### src/rtl/spi_id_pkg.sv
package spi_id_pkg;

    localparam int BYTE_W = 8;

    typedef enum logic [2:0] {
        ST_CMD       = 3'd0,
        ST_ADDR      = 3'd1,
        ST_JEDEC_TX  = 3'd2,
        ST_LEGACY_TX = 3'd3,
        ST_SKIP      = 3'd4
    } id_state_e;

    typedef enum logic {
        SEQ_JEDEC  = 1'b0,
        SEQ_LEGACY = 1'b1
    } seq_kind_e;

endpackage

### src/rtl/spi_sck_edges.sv
module spi_sck_edges (
    input  logic clk,
    input  logic rst_n,
    input  logic sck,
    output logic sck_rise,
    output logic sck_fall
);
    logic sck_q;

    always_ff @(posedge clk or negedge rst_n) begin
        if (!rst_n) sck_q <= 1'b0;
        else        sck_q <= sck;
    end

    assign sck_rise = sck & ~sck_q;
    assign sck_fall = ~sck & sck_q;
endmodule

### src/rtl/spi_id_rx.sv
module spi_id_rx #(
    parameter int W     = 8,
    parameter int CNT_W = 5
) (
    input  logic             clk,
    input  logic             rst_n,
    input  logic             clear,
    input  logic             shift_en,
    input  logic             si,
    output logic [W-1:0]     word,
    output logic [CNT_W-1:0] bit_cnt
);
    logic [W-2:0] shreg;

    always_ff @(posedge clk or negedge rst_n) begin
        if (!rst_n) begin
            shreg   <= '0;
            bit_cnt <= '0;
        end else if (clear) begin
            shreg   <= '0;
            bit_cnt <= '0;
        end else if (shift_en) begin
            shreg   <= {shreg[W-3:0], si};
            bit_cnt <= bit_cnt + 1'b1;
        end
    end

    // word as it will stand once the bit arriving now is included
    assign word = {shreg, si};
endmodule

### src/rtl/id_byte_seq.sv
module id_byte_seq
    import spi_id_pkg::*;
#(
    parameter logic [BYTE_W-1:0] MFR_ID  = 8'hBF,
    parameter logic [BYTE_W-1:0] TYPE_ID = 8'h25,
    parameter logic [BYTE_W-1:0] CAP_ID  = 8'h8D,
    parameter logic [BYTE_W-1:0] DEV_ID  = 8'h8D
) (
    input  seq_kind_e         kind,
    input  logic [1:0]        jidx,
    input  logic              alt_dev,
    output logic [BYTE_W-1:0] byte_out
);
    always_comb begin
        byte_out = '0;
        unique case (kind)
            SEQ_JEDEC: begin
                unique case (jidx)
                    2'd0:    byte_out = MFR_ID;
                    2'd1:    byte_out = TYPE_ID;
                    2'd2:    byte_out = CAP_ID;
                    default: byte_out = '0;
                endcase
            end
            SEQ_LEGACY: byte_out = alt_dev ? DEV_ID : MFR_ID;
            default:    byte_out = '0;
        endcase
    end
endmodule

### src/rtl/spi_id_responder.sv
module spi_id_responder
    import spi_id_pkg::*;
#(
    parameter logic [BYTE_W-1:0] OP_JEDEC = 8'h9F,
    parameter logic [BYTE_W-1:0] OP_LEG_A = 8'h90,
    parameter logic [BYTE_W-1:0] OP_LEG_B = 8'hAB,
    parameter logic [BYTE_W-1:0] MFR_ID   = 8'hBF,
    parameter logic [BYTE_W-1:0] TYPE_ID  = 8'h25,
    parameter logic [BYTE_W-1:0] CAP_ID   = 8'h8D,
    parameter logic [BYTE_W-1:0] DEV_ID   = 8'h8D,
    parameter int                ADDR_BITS = 24
) (
    input  logic clk,
    input  logic rst_n,
    input  logic sck,
    input  logic cs_n,
    input  logic si,
    output logic so_out,
    output logic so_oe
);
    localparam int CNT_W = $clog2(ADDR_BITS);
    localparam int BIT_W = $clog2(BYTE_W);
    localparam logic [CNT_W-1:0] OP_LAST   = CNT_W'(BYTE_W - 1);
    localparam logic [CNT_W-1:0] ADDR_LAST = CNT_W'(ADDR_BITS - 1);
    localparam logic [BIT_W-1:0] BIT_LAST  = BIT_W'(BYTE_W - 1);

    id_state_e state, state_next;

    logic              sck_rise, sck_fall;
    logic [BYTE_W-1:0] rx_word;
    logic [CNT_W-1:0]  rx_cnt;
    logic              rx_clear, rx_shift;
    logic              op_done, addr_done;
    logic              is_jedec, is_legacy;

    logic [BYTE_W-1:0] tx_q;
    logic [BIT_W-1:0]  bcnt_q;
    logic [1:0]        jidx_q;
    logic              alt_q;
    logic              so_q, oe_q;

    seq_kind_e         seq_kind;
    logic [1:0]        seq_idx;
    logic              seq_alt;
    logic [BYTE_W-1:0] seq_byte;

    spi_sck_edges u_edges (
        .clk      (clk),
        .rst_n    (rst_n),
        .sck      (sck),
        .sck_rise (sck_rise),
        .sck_fall (sck_fall)
    );

    spi_id_rx #(.W(BYTE_W), .CNT_W(CNT_W)) u_rx (
        .clk      (clk),
        .rst_n    (rst_n),
        .clear    (rx_clear),
        .shift_en (rx_shift),
        .si       (si),
        .word     (rx_word),
        .bit_cnt  (rx_cnt)
    );

    id_byte_seq #(
        .MFR_ID  (MFR_ID),
        .TYPE_ID (TYPE_ID),
        .CAP_ID  (CAP_ID),
        .DEV_ID  (DEV_ID)
    ) u_seq (
        .kind     (seq_kind),
        .jidx     (seq_idx),
        .alt_dev  (seq_alt),
        .byte_out (seq_byte)
    );

    // receive-side decode
    assign op_done   = (state == ST_CMD)  && sck_rise && (rx_cnt == OP_LAST);
    assign addr_done = (state == ST_ADDR) && sck_rise && (rx_cnt == ADDR_LAST);
    assign is_jedec  = (rx_word == OP_JEDEC);
    assign is_legacy = (rx_word == OP_LEG_A) || (rx_word == OP_LEG_B);
    assign rx_shift  = sck_rise && ((state == ST_CMD) || (state == ST_ADDR));
    assign rx_clear  = cs_n || op_done;

    // transitions
    always_comb begin
        state_next = state;
        unique case (state)
            ST_CMD: begin
                if (op_done) begin
                    if (is_jedec)       state_next = ST_JEDEC_TX;
                    else if (is_legacy) state_next = ST_ADDR;
                    else                state_next = ST_SKIP;
                end
            end
            ST_ADDR:      if (addr_done) state_next = ST_LEGACY_TX;
            ST_JEDEC_TX:  state_next = ST_JEDEC_TX;
            ST_LEGACY_TX: state_next = ST_LEGACY_TX;
            ST_SKIP:      state_next = ST_SKIP;
            default:      state_next = ST_CMD;
        endcase
        if (cs_n) state_next = ST_CMD;
    end

    // state register
    always_ff @(posedge clk or negedge rst_n) begin
        if (!rst_n) state <= ST_CMD;
        else        state <= state_next;
    end

    // byte selection: first byte while decoding, next byte while sending
    always_comb begin
        seq_kind = SEQ_JEDEC;
        seq_idx  = jidx_q;
        seq_alt  = alt_q;
        unique case (state)
            ST_CMD:       seq_idx = 2'd0;
            ST_ADDR: begin
                seq_kind = SEQ_LEGACY;
                seq_alt  = si;
            end
            ST_LEGACY_TX: seq_kind = SEQ_LEGACY;
            default:      seq_kind = SEQ_JEDEC;
        endcase
    end

    // output process
    always_ff @(posedge clk or negedge rst_n) begin
        if (!rst_n) begin
            tx_q   <= '0;
            bcnt_q <= '0;
            jidx_q <= '0;
            alt_q  <= 1'b0;
            so_q   <= 1'b0;
            oe_q   <= 1'b0;
        end else if (cs_n) begin
            tx_q   <= '0;
            bcnt_q <= '0;
            jidx_q <= '0;
            alt_q  <= 1'b0;
            so_q   <= 1'b0;
            oe_q   <= 1'b0;
        end else begin
            if (op_done && is_jedec) begin
                tx_q   <= seq_byte;
                jidx_q <= 2'd1;
                bcnt_q <= '0;
            end
            if (addr_done) begin
                tx_q   <= seq_byte;
                alt_q  <= ~si;
                bcnt_q <= '0;
            end
            if (sck_fall && ((state == ST_JEDEC_TX) || (state == ST_LEGACY_TX))) begin
                so_q   <= tx_q[BYTE_W-1];
                oe_q   <= 1'b1;
                bcnt_q <= bcnt_q + 1'b1;
                if (bcnt_q == BIT_LAST) begin
                    tx_q  <= seq_byte;
                    alt_q <= ~alt_q;
                    if (jidx_q != 2'd3) jidx_q <= jidx_q + 2'd1;
                end else begin
                    tx_q <= {tx_q[BYTE_W-2:0], 1'b0};
                end
            end
        end
    end

    assign so_out = so_q;
    assign so_oe  = oe_q & ~cs_n;
endmodule

### config.mk
export PLATFORM = sky130hd
export DESIGN_NAME = spi_id_responder
export DESIGN_NICKNAME = d
export VERILOG_FILES = /design/src/rtl/spi_id_pkg.sv /design/src/rtl/spi_sck_edges.sv /design/src/rtl/spi_id_rx.sv /design/src/rtl/id_byte_seq.sv /design/src/rtl/spi_id_responder.sv
export SDC_FILE = /design/constraint.sdc
export NUM_CORES = 1
export LEC_CHECK = 0
export BUFFER_PORTS_ARGS = -buffer_cell sky130_fd_sc_hd__buf_2
export CAP_MARGIN = 20
export CORE_ASPECT_RATIO = 0.6
export CORE_MARGIN = 2
export CORE_UTILIZATION = 60
export CTS_BUF_LIST = sky130_fd_sc_hd__clkbuf_16
export DETAILED_ROUTE_END_ITERATION = 7
export GPL_ROUTABILITY_DRIVEN = 0
export PLACE_DENSITY_LB_ADDON = 0.25
export SYNTH_ARGS = -nofsm -noshare
export SYNTH_HDL_FRONTEND = slang
export SYNTH_SLANG_ARGS = --single-unit
### constraint.sdc
create_clock -name clk -period 2.6 [get_ports clk]
set_clock_uncertainty 0.15 [all_clocks]
set_input_delay 0.52 -clock clk [delete_from_list [all_inputs] [get_ports clk]]
set_output_delay 0.52 -clock clk [all_outputs]
set_load 0.01 [all_outputs]
==> qor.log <==
INFO  run_status     outcome=finished clean
INFO  place          port_buffers=6
INFO  floorplan      design.core.area=2575µm²
INFO  clock_network  clock_sinks=32
INFO  pwr            p_switching=0.2592mW
INFO  yosys          synth_area_in_adders=0.03740
INFO  job            max_cap_violations=0
INFO  pwr            static-leakage-power=0.8345nW
INFO  worst_setup_path timing.rr.start=u_rx.bit_cnt[0]
INFO  cells_and_area area_used_by_sequential_logic_in_the_layout=800.8µm²
INFO  grt            wire_length_of_the_first_global_routing_pass=5844µm
INFO  yosys          post_synth_main_area_contributors=sky130_fd_sc_hd__dfrtp_1 (48%), sky130_fd_sc_hd__a22o_1 (4.7%), sky130_fd_sc_hd__mux2_2 (4.7%)
INFO  sta            setup-tns-final=0ns
INFO  routing        drt-total-wl=3395µm
INFO  sta            maxSlewHeadroom=0.5389
INFO  yosys          synth.mux.area_fraction=0.05310
INFO  floorplan      design.die.area=3240µm²
INFO  worst_setup_path cp_slowest_cell=sky130_fd_sc_hd__or3_1
INFO  yosys          synth-simple-area-share=0.2139
INFO  yosys          synth_fp_nets=167
INFO  pwr            comb_power_share=0.056
INFO  yosys          synth_top_family_by_area=simple AND/OR/NAND/NOR gates
INFO  sta            finalHoldViolations=0
INFO  pwr            power_frac_clock=0.517
INFO  yosys          synth_largest_type_area_fraction=0.4787
INFO  pwr            cell_internal_pwr=0.9954mW
INFO  yosys          ys_async_sr_fraction=1.000
INFO  yosys          synth_xor_area_frac=0.01047
INFO  yosys          synth-seq-area-share=0.4787
INFO  sta            setup_repair_after_global_routing_missed_its_margin=false
INFO  grt            grtUsageMet2=0.3413
INFO  clock_network  max-clock-path-buffers=2
INFO  cells_and_area finish.cell_count_without_fillers=196
INFO  routing        dr.pass1.iters=4
INFO  yosys          netlist.top_cell.by_area=sky130_fd_sc_hd__dfrtp_1
INFO  floorplan      initial_core_util=0.6497
INFO  place          dpl.hpwl=2274µm
INFO  worst_setup_path worstPathRequired=2.61ns
INFO  grt            grt_pass1_vias=1,191
INFO  cells_and_area fillers=171
INFO  cells_and_area final_layout_size_suffix_gt1_frac=0.2012
INFO  cells_and_area area_growth=11.82%
INFO  sta            period_needed=2.395ns
INFO  yosys          dominantRegCellSynth=sky130_fd_sc_hd__dfrtp_1
INFO  worst_setup_path worstSetupEndpointType=register
INFO  grt            grt-busiest-layer=met1
INFO  sta            worst_slew_pin_slew=0.6917ns
INFO  yosys          ys_warn_count=0
INFO  yosys          number_of_instances_in_the_synthesized_netlist=157
INFO  pwr            power_density=670.7nW/µm²
INFO  sta            final_max_slew_viol_count=0
INFO  yosys          number_of_enable_flip_flop_cells_after_synthesis=0
INFO  worst_setup_path timing.critical_path.from=u_rx.bit_cnt[0]
INFO  clock_network  tritoncts=done
INFO  sta            layout_worst_path_cycle_share=0.9210
INFO  clock_network  worst_skew_pair.late_latency=0.28ns
INFO  pwr            seq_power_share=0.427
INFO  pwr            netSwitchingFraction=0.2066
INFO  routing        postRouteAntennaNets=0
INFO  grt            globalRouteOverflowTotal=0
INFO  clock_network  worst_path_clk_slew=0.05ns
INFO  routing        avgViaCountPerCell=6.332
INFO  grt            global_routing_usage_summed_across_all_routing_layers=0.2536
INFO  worst_setup_path timing.critical_path.cells=ha_1 -> nand2_1 -> or3_4 -> or3_1 -> nand3_2 -> mux2_2
INFO  worst_setup_path critical_register_to_register_path_endpoint=tx_q[4]
INFO  grt            grtUsageMet3=0.1004
INFO  clock_network  cts_setup_buffers=0
INFO  worst_setup_path criticalPathCategory=register to register
INFO  grt            largest_net_degree_at_the_start_of_global_routing=33
INFO  clock_network  cts_root_buffer=sky130_fd_sc_hd__clkbuf_16
INFO  sta            timing.hold.ws=0.1378ns
INFO  cells_and_area final_net_count=173
INFO  routing        wire_per_inst=17.32µm
INFO  cells_and_area n_antenna_cell=0
INFO  routing        detail_route.iter0.violations=104
INFO  worst_setup_path rr_worst_depth=6
INFO  floorplan      num_rows=14
INFO  yosys          synth.ff_latch_count=32
INFO  clock_network  cts-buffers-inserted=5
INFO  hold_path      min_path_type=input port to asynchronous set/reset pin
INFO  sta            fmax=417.6MHz
INFO  cells_and_area multi_input_area=818.3µm²
INFO  routing        vias=1,241
INFO  worst_setup_path ff2ff_setup_slack=0.21ns
INFO  yosys          compound_gate_fraction_of_synth_area=0.1690
INFO  place          placed_cells_incl_taps=188
INFO  worst_setup_path critical_path_arrival=2.40ns
INFO  pwr            fin_total_pwr=1.255mW
INFO  worst_setup_path cpPeakStageDelay=0.49ns
INFO  yosys          syn-cell-area=1673µm²
INFO  grt            initial_antenna_violation_count=0
INFO  floorplan      num_io_pins=7
INFO  floorplan      die_height=44.90µm
INFO  sta            setup_viol_count_final=0
INFO  yosys          synthDistinctLibCells=48
INFO  worst_setup_path cp-endpoint=tx_q[4]
INFO  grt            gr-usage-met1=0.3695
INFO  yosys          avgSynthCellArea=10.66µm²
INFO  routing        drc_errors=0
INFO  pwr            irDropWorstVdd=475.4µV
INFO  worst_setup_path crit_fanout=6
INFO  clock_network  cts-htree-levels=2
INFO  worst_setup_path startpoint_type=register
INFO  floorplan      die_w=72.17µm
## logic make-up (layout without fill, tap and decap cells)
logic type      after synthesis  count (layout)
flops                        32              32
mux                           8               8
simple gates                 61              61
compound gates               38              38
fa+ha+maj                     5               5
buf+inv                      11              18
xor+xnor                      2               2
## metrics by stage
step / util / instance area, µm² / setup slack (ns)
finish: 0.7264 / 1871 / 0.2053
global route: 0.7264 / 1871 / 0.08947
CTS: 0.7230 / 1862 / 0.1404
detailed placement: 0.6599 / 1699 / 0.1577
global placement: 0.6599 / 1699 / 0.1993
floorplan: - / 1673 / 0.3403
## sequential cells by signal, indices dropped and copies added, names as in the netlist
| signal | cells |
|---|---|
| alt_q | 1 |
| bcnt_q | 3 |
| jidx_q | 2 |
| oe_q | 1 |
| so_out | 1 |
| state | 3 |
| tx_q | 8 |
| u_edges.sck_q | 1 |
| u_rx.bit_cnt | 5 |
| u_rx.shreg | 7 |
## power groups by stage
stage | Combinational, mW | Sequential (mW) | Clock [mW]
6_report | 0.0709 | 0.536 | 0.648
5_1_grt | 0.0793 | 0.539 | 0.676
4_1_cts | 0.0700 | 0.535 | 0.656
3_5_place_dp | 0.0696 | 0.543 | 0
3_3_place_gp | 0.0666 | 0.543 | 0
2_1_floorplan | 0.0483 | 0.539 | 0
## final cells by class
class                           instances  share of cell area
Inverter                                3            0.006020
Tap cell                               32             0.02140
Sequential cell                        32              0.4281
Clock inverter                          3             0.02007
Multi-Input combinational cell        114              0.4375
Timing Repair Buffer                    7             0.02007
Clock buffer                            5             0.06689
## worst max-delay path, delay by kind of cell, from the launching register on
kind	cells	cell delay, ns
flops	1	0.37
mux	1	0.36
simple gates	4	1.19
fa+ha+maj	1	0.21
## cells in the mapped netlist (all sizes together), types with 2 or more instances
master   n
o21bai   3
ha       5
a21oi    8
nand2    9
clkbuf   5
o21ai    5
nand3    4
nor2b    7
or3      5
nand4    4
dfrtp   32
nand3b   3
a22o    11
nand2b   3
a31oi    2
and3     2
nor3     2
buf      3
nor2    13
inv      3
mux2     7
## metal layers
layer  up-vias  wire length, µm
met5         -                0
met4         0               43
met3         7              260
met2        51             1391
met1       594             1699
li1        589                -
## worst min-delay path by stage
stage | startpoint | endpoint | slack [ns] | cells past startpoint
2_1_floorplan | rst_n | alt_q | 0.07 | 0
3_3_place_gp | u_rx.shreg[6] | u_rx.shreg[6] | 0.34 | 1
3_5_place_dp | u_rx.shreg[6] | u_rx.shreg[6] | 0.34 | 1
4_1_cts | rst_n | u_rx.bit_cnt[1] | 0.16 | 1
5_1_grt | rst_n | u_rx.bit_cnt[2] | 0.19 | 1
6_report | rst_n | u_rx.bit_cnt[3] | 0.14 | 1
## repair_timing
item / 4_1_cts / 5_1_grt
hold buffers: 0 / 0
endpoints found under the setup margin: 0 / 15
resized for setup: 0 / 2
## layout by cell type (no fill, tap or decap), types with 2 or more instances in the layout
cell type / instances
sky130_fd_sc_hd__nand2b_1: 3
sky130_fd_sc_hd__nand3_1: 3
sky130_fd_sc_hd__clkbuf_16: 5
sky130_fd_sc_hd__a31oi_1: 2
sky130_fd_sc_hd__inv_1: 3
sky130_fd_sc_hd__mux2_2: 7
sky130_fd_sc_hd__a22o_2: 2
sky130_fd_sc_hd__clkinv_1: 2
sky130_fd_sc_hd__a22o_1: 9
sky130_fd_sc_hd__buf_2: 6
sky130_fd_sc_hd__nor2_1: 13
sky130_fd_sc_hd__o21bai_1: 3
sky130_fd_sc_hd__o21ai_0: 5
sky130_fd_sc_hd__nand4_1: 4
sky130_fd_sc_hd__nand3b_1: 3
sky130_fd_sc_hd__nor2b_1: 7
sky130_fd_sc_hd__nor3_1: 2
sky130_fd_sc_hd__or3_1: 4
sky130_fd_sc_hd__nand2_1: 9
sky130_fd_sc_hd__a21oi_1: 7
sky130_fd_sc_hd__ha_1: 5
sky130_fd_sc_hd__dfrtp_1: 32
Note: power is estimated with default switching activity, not from simulation.
